## src/rtl/fwi_pkg.sv

```systemverilog
package fwi_pkg;
    typedef enum logic [1:0] {
        ST_IDLE  = 2'd0,
        ST_CHECK = 2'd1,
        ST_RUN   = 2'd2,
        ST_SUSP  = 2'd3
    } fwi_state_t;

    localparam logic [2:0] RA_STAT = 3'd0;
    localparam logic [2:0] RA_CTL  = 3'd1;
    localparam logic [2:0] RA_DATA = 3'd2;
    localparam logic [2:0] RA_ADRL = 3'd3;
    localparam logic [2:0] RA_ADRH = 3'd4;
    localparam logic [2:0] RA_ERR  = 3'd5;

    localparam int CB_START = 15;
    localparam int CB_SUSP  = 14;
    localparam int CB_WP    = 13;
    localparam int CB_DWP   = 12;
    localparam int CB_SE    = 11;
    localparam int CB_PROT  = 8;
    localparam int CB_MOD   = 0;
endpackage

```

## src/rtl/fwi_range_chk.sv

```systemverilog
module fwi_range_chk #(
    parameter int          AW = 32,
    parameter logic [31:0] LO = 32'h000E_DFB0,
    parameter logic [31:0] HI = 32'h000E_DFBF
) (
    input  logic [AW-1:0] addr,
    output logic          in_range
);
    always_comb begin
        in_range = (addr >= AW'(LO)) && (addr <= AW'(HI));
    end
endmodule

```

## src/rtl/fwi_seq_fsm.sv

```systemverilog
module fwi_seq_fsm
    import fwi_pkg::*;
(
    input  logic       clk,
    input  logic       rst_n,
    input  logic       start_req,
    input  logic       susp_req,
    input  logic       resume_req,
    input  logic       eng_done,
    input  logic       prot_sel,
    input  logic       range_ok,
    output fwi_state_t st,
    output logic       lock,
    output logic       eng_start,
    output logic       eng_suspend,
    output logic       eng_resume,
    output logic       seq_fail,
    output logic       op_end
);
    fwi_state_t nxt;
    logic       seq_bad;

    assign seq_bad = prot_sel && !range_ok;

    always_ff @(posedge clk or negedge rst_n) begin
        if (!rst_n) st <= ST_IDLE;
        else        st <= nxt;
    end

    always_comb begin
        nxt = st;
        unique case (st)
            ST_IDLE:  if (start_req) nxt = ST_CHECK;
            ST_CHECK: nxt = seq_bad ? ST_IDLE : ST_RUN;
            ST_RUN: begin
                if (eng_done)      nxt = ST_IDLE;
                else if (susp_req) nxt = ST_SUSP;
            end
            ST_SUSP:  if (resume_req) nxt = ST_RUN;
        endcase
    end

    always_comb begin
        lock        = (st != ST_IDLE);
        eng_start   = (st == ST_CHECK) && !seq_bad;
        seq_fail    = (st == ST_CHECK) && seq_bad;
        eng_suspend = (st == ST_RUN) && susp_req && !eng_done;
        eng_resume  = (st == ST_SUSP) && resume_req;
        op_end      = seq_fail || ((st == ST_RUN) && eng_done);
    end
endmodule

```

## src/rtl/fwi_regs.sv

```systemverilog
module fwi_regs
    import fwi_pkg::*;
#(
    parameter int          NBANK    = 2,
    parameter logic [15:0] BAD_DATA = 16'hFFFF
) (
    input  logic             clk,
    input  logic             rst_n,
    input  logic [2:0]       reg_addr,
    input  logic             reg_wr,
    input  logic             reg_rd,
    input  logic [15:0]      reg_wdata,
    input  logic             lock,
    input  fwi_state_t       st,
    input  logic [NBANK-1:0] busy,
    input  logic             seq_fail,
    input  logic             op_end,
    output logic [15:0]      reg_rdata,
    output logic             trap_reg,
    output logic             start_req,
    output logic             susp_req,
    output logic             resume_req,
    output logic             mod_sel,
    output logic             prot_sel,
    output logic [2:0]       op_bits,
    output logic [15:0]      data_q,
    output logic [31:0]      addr_q
);
    logic        start_q, susp_q, err_q;
    logic [15:0] adrl_q, adrh_q;
    logic        ctl_wr, open_wr, guarded;

    assign ctl_wr     = reg_wr && (reg_addr == RA_CTL);
    assign open_wr    = reg_wr && !lock;
    assign start_req  = ctl_wr && !lock && reg_wdata[CB_START];
    assign susp_req   = ctl_wr && (st == ST_RUN) && reg_wdata[CB_SUSP];
    assign resume_req = ctl_wr && (st == ST_SUSP) && !reg_wdata[CB_SUSP];
    assign addr_q     = {adrh_q, adrl_q};
    assign guarded    = (reg_addr >= RA_CTL) && (reg_addr <= RA_ERR);

    always_ff @(posedge clk or negedge rst_n) begin
        if (!rst_n) begin
            start_q  <= 1'b0;
            susp_q   <= 1'b0;
            op_bits  <= '0;
            prot_sel <= 1'b0;
            mod_sel  <= 1'b0;
        end else if (op_end) begin
            start_q  <= 1'b0;
            susp_q   <= 1'b0;
            op_bits  <= '0;
            prot_sel <= 1'b0;
            mod_sel  <= 1'b0;
        end else if (ctl_wr && !lock) begin
            start_q  <= reg_wdata[CB_START];
            susp_q   <= 1'b0;
            op_bits  <= {reg_wdata[CB_WP], reg_wdata[CB_DWP], reg_wdata[CB_SE]};
            prot_sel <= reg_wdata[CB_PROT];
            mod_sel  <= reg_wdata[CB_MOD];
        end else if (susp_req) begin
            susp_q   <= 1'b1;
        end else if (resume_req) begin
            susp_q   <= 1'b0;
        end
    end

    always_ff @(posedge clk or negedge rst_n) begin
        if (!rst_n) begin
            data_q <= '0;
            adrl_q <= '0;
            adrh_q <= '0;
            err_q  <= 1'b0;
        end else begin
            if (open_wr && reg_addr == RA_DATA) data_q <= reg_wdata;
            if (open_wr && reg_addr == RA_ADRL) adrl_q <= reg_wdata;
            if (open_wr && reg_addr == RA_ADRH) adrh_q <= reg_wdata;
            if (seq_fail)
                err_q <= 1'b1;
            else if (open_wr && reg_addr == RA_ERR)
                err_q <= reg_wdata[0];
        end
    end

    always_comb begin
        reg_rdata = '0;
        trap_reg  = 1'b0;
        if (reg_rd) begin
            if (lock && guarded) begin
                reg_rdata = BAD_DATA;
                trap_reg  = 1'b1;
            end else begin
                unique case (reg_addr)
                    RA_STAT: reg_rdata = {{(15-NBANK){1'b0}}, busy, lock};
                    RA_CTL:  reg_rdata = {start_q, susp_q, op_bits, 2'b00,
                                          prot_sel, 7'b0, mod_sel};
                    RA_DATA: reg_rdata = data_q;
                    RA_ADRL: reg_rdata = adrl_q;
                    RA_ADRH: reg_rdata = adrh_q;
                    RA_ERR:  reg_rdata = {15'b0, err_q};
                    default: reg_rdata = '0;
                endcase
            end
        end
    end
endmodule

```

## src/rtl/fwi_bank_gate.sv

```systemverilog
module fwi_bank_gate #(
    parameter int NBANK = 2,
    parameter int BSW   = 1
) (
    input  logic [NBANK-1:0] busy,
    input  logic [BSW-1:0]   bank_sel,
    input  logic             bank_rd,
    input  logic             bank_wr,
    output logic             bank_rd_en,
    output logic             bank_wr_en,
    output logic             bank_trap
);
    logic [NBANK-1:0] hit;
    logic             sel_busy;

    for (genvar b = 0; b < NBANK; b++) begin : g_hit
        assign hit[b] = busy[b] && (bank_sel == BSW'(b));
    end

    assign sel_busy   = |hit;
    assign bank_rd_en = bank_rd && !sel_busy;
    assign bank_wr_en = bank_wr && !sel_busy;
    assign bank_trap  = bank_rd && sel_busy;
endmodule

```

## src/rtl/flash_wr_interlock.sv

```systemverilog
module flash_wr_interlock
    import fwi_pkg::*;
#(
    parameter int          NBANK    = 2,
    parameter int          BSW      = 1,
    parameter logic [31:0] PROT_LO  = 32'h000E_DFB0,
    parameter logic [31:0] PROT_HI  = 32'h000E_DFBF,
    parameter logic [15:0] TRAP_ID  = 16'h009B,
    parameter logic [15:0] BAD_DATA = 16'hFFFF
) (
    input  logic           clk,
    input  logic           rst_n,
    input  logic [2:0]     reg_addr,
    input  logic           reg_wr,
    input  logic           reg_rd,
    input  logic [15:0]    reg_wdata,
    output logic [15:0]    reg_rdata,
    input  logic [BSW-1:0] bank_sel,
    input  logic           bank_rd,
    input  logic           bank_wr,
    output logic           bank_rd_en,
    output logic           bank_wr_en,
    output logic           trap,
    output logic [15:0]    trap_code,
    output logic           eng_start,
    output logic           eng_suspend,
    output logic           eng_resume,
    input  logic           eng_done,
    output logic           eng_module,
    output logic [3:0]     eng_op,
    output logic [31:0]    eng_addr,
    output logic [15:0]    eng_data
);
    fwi_state_t       st;
    logic             lock, seq_fail, op_end, range_ok;
    logic             start_req, susp_req, resume_req;
    logic             mod_sel, prot_sel, trap_reg, bank_trap;
    logic [2:0]       op_bits;
    logic [NBANK-1:0] busy;

    for (genvar b = 0; b < NBANK; b++) begin : g_busy
        assign busy[b] = mod_sel && ((st == ST_CHECK) || (st == ST_RUN));
    end

    fwi_range_chk #(.AW(32), .LO(PROT_LO), .HI(PROT_HI)) u_range (
        .addr(eng_addr), .in_range(range_ok)
    );

    fwi_seq_fsm u_fsm (
        .clk(clk), .rst_n(rst_n), .start_req(start_req), .susp_req(susp_req),
        .resume_req(resume_req), .eng_done(eng_done), .prot_sel(prot_sel),
        .range_ok(range_ok), .st(st), .lock(lock), .eng_start(eng_start),
        .eng_suspend(eng_suspend), .eng_resume(eng_resume),
        .seq_fail(seq_fail), .op_end(op_end)
    );

    fwi_regs #(.NBANK(NBANK), .BAD_DATA(BAD_DATA)) u_regs (
        .clk(clk), .rst_n(rst_n), .reg_addr(reg_addr), .reg_wr(reg_wr),
        .reg_rd(reg_rd), .reg_wdata(reg_wdata), .lock(lock), .st(st),
        .busy(busy), .seq_fail(seq_fail), .op_end(op_end),
        .reg_rdata(reg_rdata), .trap_reg(trap_reg), .start_req(start_req),
        .susp_req(susp_req), .resume_req(resume_req), .mod_sel(mod_sel),
        .prot_sel(prot_sel), .op_bits(op_bits), .data_q(eng_data),
        .addr_q(eng_addr)
    );

    fwi_bank_gate #(.NBANK(NBANK), .BSW(BSW)) u_gate (
        .busy(busy), .bank_sel(bank_sel), .bank_rd(bank_rd), .bank_wr(bank_wr),
        .bank_rd_en(bank_rd_en), .bank_wr_en(bank_wr_en), .bank_trap(bank_trap)
    );

    assign trap       = trap_reg || bank_trap;
    assign trap_code  = trap ? TRAP_ID : 16'h0000;
    assign eng_module = mod_sel;
    assign eng_op     = {op_bits, prot_sel};
endmodule

```

## config.mk

```make
export PLATFORM = sky130hd
export DESIGN_NAME = flash_wr_interlock
export DESIGN_NICKNAME = d
export VERILOG_FILES = /design/src/rtl/fwi_pkg.sv /design/src/rtl/fwi_range_chk.sv /design/src/rtl/fwi_seq_fsm.sv /design/src/rtl/fwi_regs.sv /design/src/rtl/fwi_bank_gate.sv /design/src/rtl/flash_wr_interlock.sv
export SDC_FILE = /design/constraint.sdc
export NUM_CORES = 1
export LEC_CHECK = 0
export BUFFER_PORTS_ARGS = -buffer_cell sky130_fd_sc_hd__buf_2
export CORE_MARGIN = 5
export CORE_UTILIZATION = 30
export DETAILED_ROUTE_END_ITERATION = 6
export GPL_TIMING_DRIVEN = 0
export PLACE_DENSITY_LB_ADDON = 0.2
export REMOVE_ABC_BUFFERS = 1
export SYNTH_ARGS = -nofsm -noshare
export SYNTH_HDL_FRONTEND = slang
export SYNTH_HIERARCHICAL = 1
export SYNTH_SLANG_ARGS = --single-unit
```

## constraint.sdc

```tcl
create_clock -name clk -period 3.1 [get_ports clk]
set_input_delay 0.62 -clock clk [delete_from_list [all_inputs] [get_ports clk]]
set_output_delay 0.62 -clock clk [all_outputs]
set_load 0.005 [all_outputs]
```

# Yosys cells after proc, flatten, opt, wreduce, memory -nomap -nowiden
# Cells that the tools add are included.
# word_totals
regBits,58
latch_bits,0
ram_bits,0
romBits,0
in_bits,27
out_inout_bits,91
wordCells,97
n_memories,0
# classes
add_sub_neg,0
mul,0
div,0
magnitude_cmp,4
eq_ne,11
shifts,0
mux,26
bitwise,1
n_reduce_logical,45
# op_table
operator,n
$pmux 16 s6,1
$ge 32x20->1 const B,1
$le 32x20->1 const B,1
$mux 16,2
$logic_and 1x1->1,28
$mux 1,14
$mux 2,5
$mux 8,1
$pmux 2 s4,1
$eq 3x2->1 const B,2
$eq 3x3->1 const B,2
$logic_not 1->1,6
$mux 3,2
$reduce_bool 2->1,3
$eq 2x2->1 const B,2
$reduce_bool 4->1,1
$eq 3x1->1 const B,1
$ge 3x1->1 const B,1
$le 3x3->1 const B,1
$logic_not 3->1,1
$logic_or 1x1->1,3
$ne 3x2->1 const B,1
$reduce_and 3->1,1
$eq 2x1->1 const B,1
other kinds (5),5

# Depth between registers and ports, before layout
# logic_depth
word_depth,8
mapped_depth,8
depth_no_buf,6

# Hierarchy
# Netlist, hierarchy kept.
# by_module_without_submodules
module,instances,cells_per_inst,area_each_um2,seq_area_each_um2
fwi_regs,1,249,2992.9,1401.3
fwi_seq_fsm,1,17,171.4,50.0
flash_wr_interlock,1,21,152.6,0.0
fwi_range_chk,1,9,82.6,0.0
fwi_bank_gate,1,4,28.8,0.0

# Least setup slack after synthesis
# OpenSTA, ideal clock, no wires.
# synth_timing
kind,input to output
startpoint,in reg_addr[1]
endpoint,out trap_code[0]
t_arrival_ns,1.915
required_ns,2.480
setup_slack_ns,0.565
cell_stages,8
n_path_buf,4
path_cell_list,buf_6 > buf_2 > nand2_1 > nand2_1 > buf_2 > nor2_1 > or2_2 > buf_4
# synth_via
elab_chain_cells,7
word_cells_on_any_way,8
cone_classes,order compare (2); mux (3); reduce/logical (3)
# synth_lines
item,line_no,rtl
start: declaration,flash_wr_interlock.sv:13,"input logic [2:0] reg_addr,"
$ge 3x1->1 or $le 3x3->1 (tied branches),fwi_regs.sv:39,assign guarded = (reg_addr >= RA_CTL) && (reg_addr <= RA_ERR);
$logic_and 1x1->1 *,fwi_regs.sv:39,
$logic_and 1x1->1 *,fwi_regs.sv:88,if (lock && guarded) begin
$mux 1 *,fwi_regs.sv:88,
$mux 1 *,fwi_regs.sv:87,if (reg_rd) begin
named net trap_reg,flash_wr_interlock.sv:37,"logic mod_sel, prot_sel, trap_reg, bank_trap;"
$logic_or 1x1->1 *,flash_wr_interlock.sv:72,assign trap = trap_reg || bank_trap;
named net trap,flash_wr_interlock.sv:23,"output logic trap,"
$mux 8 *,flash_wr_interlock.sv:73,assign trap_code = trap ? TRAP_ID : 16'h0000;
end: declaration,flash_wr_interlock.sv:24,"output logic [15:0] trap_code,"
# Mark *: on every way through the listed nets, which the timed path passes. The rest lies on a longest branch.

# Final worst setup path
# layout_timing
startpoint,reg u_fsm.st[1]
endpoint,out trap_code[0]
# layout_via
word_cells_on_any_way,14
cone_classes,eq/ne (2); mux (3); reduce/logical (9)
# layout_lines
item,line_no,rtl
start: declaration,fwi_seq_fsm.sv:12,"output fwi_state_t st,"
start signal: assignment,fwi_seq_fsm.sv:27,else st <= nxt;
$reduce_bool 2->1,fwi_seq_fsm.sv:44,lock = (st != ST_IDLE);
named net lock,flash_wr_interlock.sv:35,"logic lock, seq_fail, op_end, range_ok;"
$logic_and 1x1->1,fwi_regs.sv:88,
$mux 1,fwi_regs.sv:88,
$mux 1,fwi_regs.sv:87,
named net trap_reg,flash_wr_interlock.sv:37,
$logic_or 1x1->1,flash_wr_interlock.sv:72,
$mux 8,flash_wr_interlock.sv:73,
# The timed path passes the listed nets, and every way through them passes these cells.

==> impl_results.md <==
- DP Wirelength: 7300 µm
- Grt total ovfl: 0
- Critical path type: flip-flop to output port
- Post-synth ARST share: 1.00
- Slew headroom: 0.232
- PnR worst setup slack: 138 ps
- Final core occ: 0.379
- CP Cell Sequence: nor2_1 -> clkinvlp_4 -> nor2b_1 -> a21oi_4 -> nor2_1 -> or2_2 -> buf_2
- Port Buffer Count: 106
- Clock Skew: 4.75 ps
- CP Launch Type: flip-flop
- Die area: 13,700 µm²
- Share of cells above drive strength 1: 0.502
- Max_cap viols: 0
- Post-synthesis cell area: 3430 µm²
- Most common cell in the netlist: dfrtp_1
- Mapped Cells: 300
- Ys Warns: 6
- Global Route Usage Sum: 0.156
- Top-area cell type share of the netlist area: 0.423
- Largest net degree at the start of global routing: 59
- 1st-iter DRT viols: 117
- # DRC: 0
- Routed WL: 10,500 µm
- RSZ-0062 raised after global routing: false
- Antenna Nets Post-Route: 0
- Maximum clock rate: 0.338 GHz
- Placed Cells: 525
- Final std cells w/o fill: 545
- Pins over their slew limit: 0
- CTS sink cnt: 58
- Critical Path End Type: output port
- Root buf cell: clkbuf_16
- Synth cell types: 52
- Final net count: 424
- Detailed Routing Iterations Pass 1: 4
- Tmin final: 2960 ps
- TritonCTS Buffers: 9
- Post-synth top area cell: dfrtp_1
- Routed vias: 2,713
- Num rows: 39
- Die H: 117 µm
- Crit-path max cell delay: 510 ps
- CP top delay family: simple AND/OR/NAND/NOR gates
- Setup crit start: u_fsm/st[1]
- Number of synthesized flops with an enable pin: 0
- First-pass GRT wire length: 16,000 µm
- Peak VDD IR: 246 µV
- Most common cell on crit path: nor2_1
- Worst r2r src: u_fsm/st[1]
- Avg WL per Cell: 19.3 µm
- Core area: 11,300 µm²
- Leakage power: 2.07 nW
- TritonCTS clock tree: done
- Synth cell count leaders: dfrtp_1 (58), mux2_2 (39), a21oi_1 (25)
- Depth of the CTS H-tree: 3
- Hold-fix buffers, CTS: 0
- Slowest CP cell: dfrtp_1
- Period utilization: 0.956
- Final setup viols: 0
- Dpl ws: -7.60 ps
- Clk Latency, worst-skew pair: 320 ps
- Status: finished clean
- Starting density of the core: 0.303
- Die Width: 117 µm
- Power Density: 674 nW/µm²
- Synthesis-stage register bit count: 58
- Clock buffer depth: 2
- Worst EP arrival: 2340 ps
- Final TNS setup: 0 ps
- Initial antenna violation count: 0
- Final Hold Fails: 0
- Most used DFF post-synth: dfrtp_1
- Total power: 2.89 mW
- Vias per inst: 4.98
- Post-Syn Area per Cell: 11.4 µm²
- Area delta synth->final: 25.1%
- GP Congestion: 0.806
- Area contributors post-synth: dfrtp_1 (42%), mux2_2 (13%), mux2_4 (8.8%), buf_4 (3.7%), a21oi_1 (3.6%)
- Worst-margin pin slew: 1150 ps
- Crit path max fanout: 12
- Boundary Pins: 118
- Clock Pin Slew Worst Setup and Hold Paths: 50 ps
- Ant. Diodes: 0
- CP bufs+invs: 2
- Post-synthesis sequential area ratio: 0.423
- HP Class: input pin to async pin
- CP required: 2480 ps
- Vias in the first global route: 2,766
routing by layer:
layer | GRT usage | part of all wire | wire length [µm]
met1 | 0.218 | 0.48 | 4990
met3 | 0.0350 | 0.051 | 537
met5 | 0 | 0 | 0
met2 | 0.240 | 0.46 | 4870
met4 | 0.0535 | 0.0092 | 97
cell usage in the layout, fill, tap and decap left out, types with 6 or more instances in the layout:
cell type,instances
mux2_4,20
mux2_2,39
nand2_1,20
dfrtp_1,58
conb_1,11
a22oi_1,9
nor2_1,9
a21o_1,6
buf_2,105
clkbuf_16,9
a21oi_1,25
mux2i_1,7
area by class of cell:
class	instances	area (µm²)
Clock buffer	11	243
Multi-Input combinational cell	213	1750
Sequential cell	58	1450
Inverter	5	22.5
Timing Repair Buffer	110	563
Clock inverter	5	77.6
Fill cell	1172	7030
Tap cell	143	179
registers in the layout, summed over array words and instances (netlist names):
signal,count
u_fsm/st,2
u_regs/adrh_q,16
u_regs/adrl_q,16
u_regs/data_q,16
u_regs/err_q,1
u_regs/mod_sel,1
u_regs/op_bits,3
u_regs/prot_sel,1
u_regs/start_q,1
u_regs/susp_q,1
final timing paths:
check	cells past startpoint	endpoint	slack [ps]
worst max-delay path	7	trap_code[0]	140
worst min-delay path	1	u_regs/adrl_q[13]	360
worst max register to register	6	u_regs/adrh_q[5]	250
worst min register to register	2	u_regs/err_q	520
max in group asynchronous	1	u_regs/start_q	2190
min in group clk	2	u_regs/err_q	520
through the flow:
step / cell area [µm²] / hold slack [ps]
detailed placement: 3920 / 499
floorplan: 3210 / 324
global placement: 3920 / 492
CTS: 4280 / 519
finish: 4290 / 361
global route: 4290 / 453
cells by family after synthesis:
| family | after synthesis | share of synthesized area |
|---|---|---|
| DFF | 58 | 0.423 |
| muxes | 66 | 0.236 |
| and+or+nand+nor | 77 | 0.148 |
| buffers and inverters | 39 | 0.0799 |
| xor gates and xnor gates | 1 | 0.00256 |
| other | 1 | 0.00109 |
| AOI/OAI and AO/OA | 58 | 0.109 |
where the power goes:
group	switching, mW	total (mW)	internal, mW	leakage, nW
Combinational	0.297	0.699	0.402	1.21
Sequential	0.185	1.12	0.938	0.703
Clock	0.345	1.07	0.722	0.156
Total	0.828	2.89	2.06	2.07
repair_timing:
item | CTS | global route
setup buffers | 4 | 0
resized for setup | 3 | 1
setup endpoints to repair | 8 | 6
Note: power is estimated with default switching activity, not from simulation.
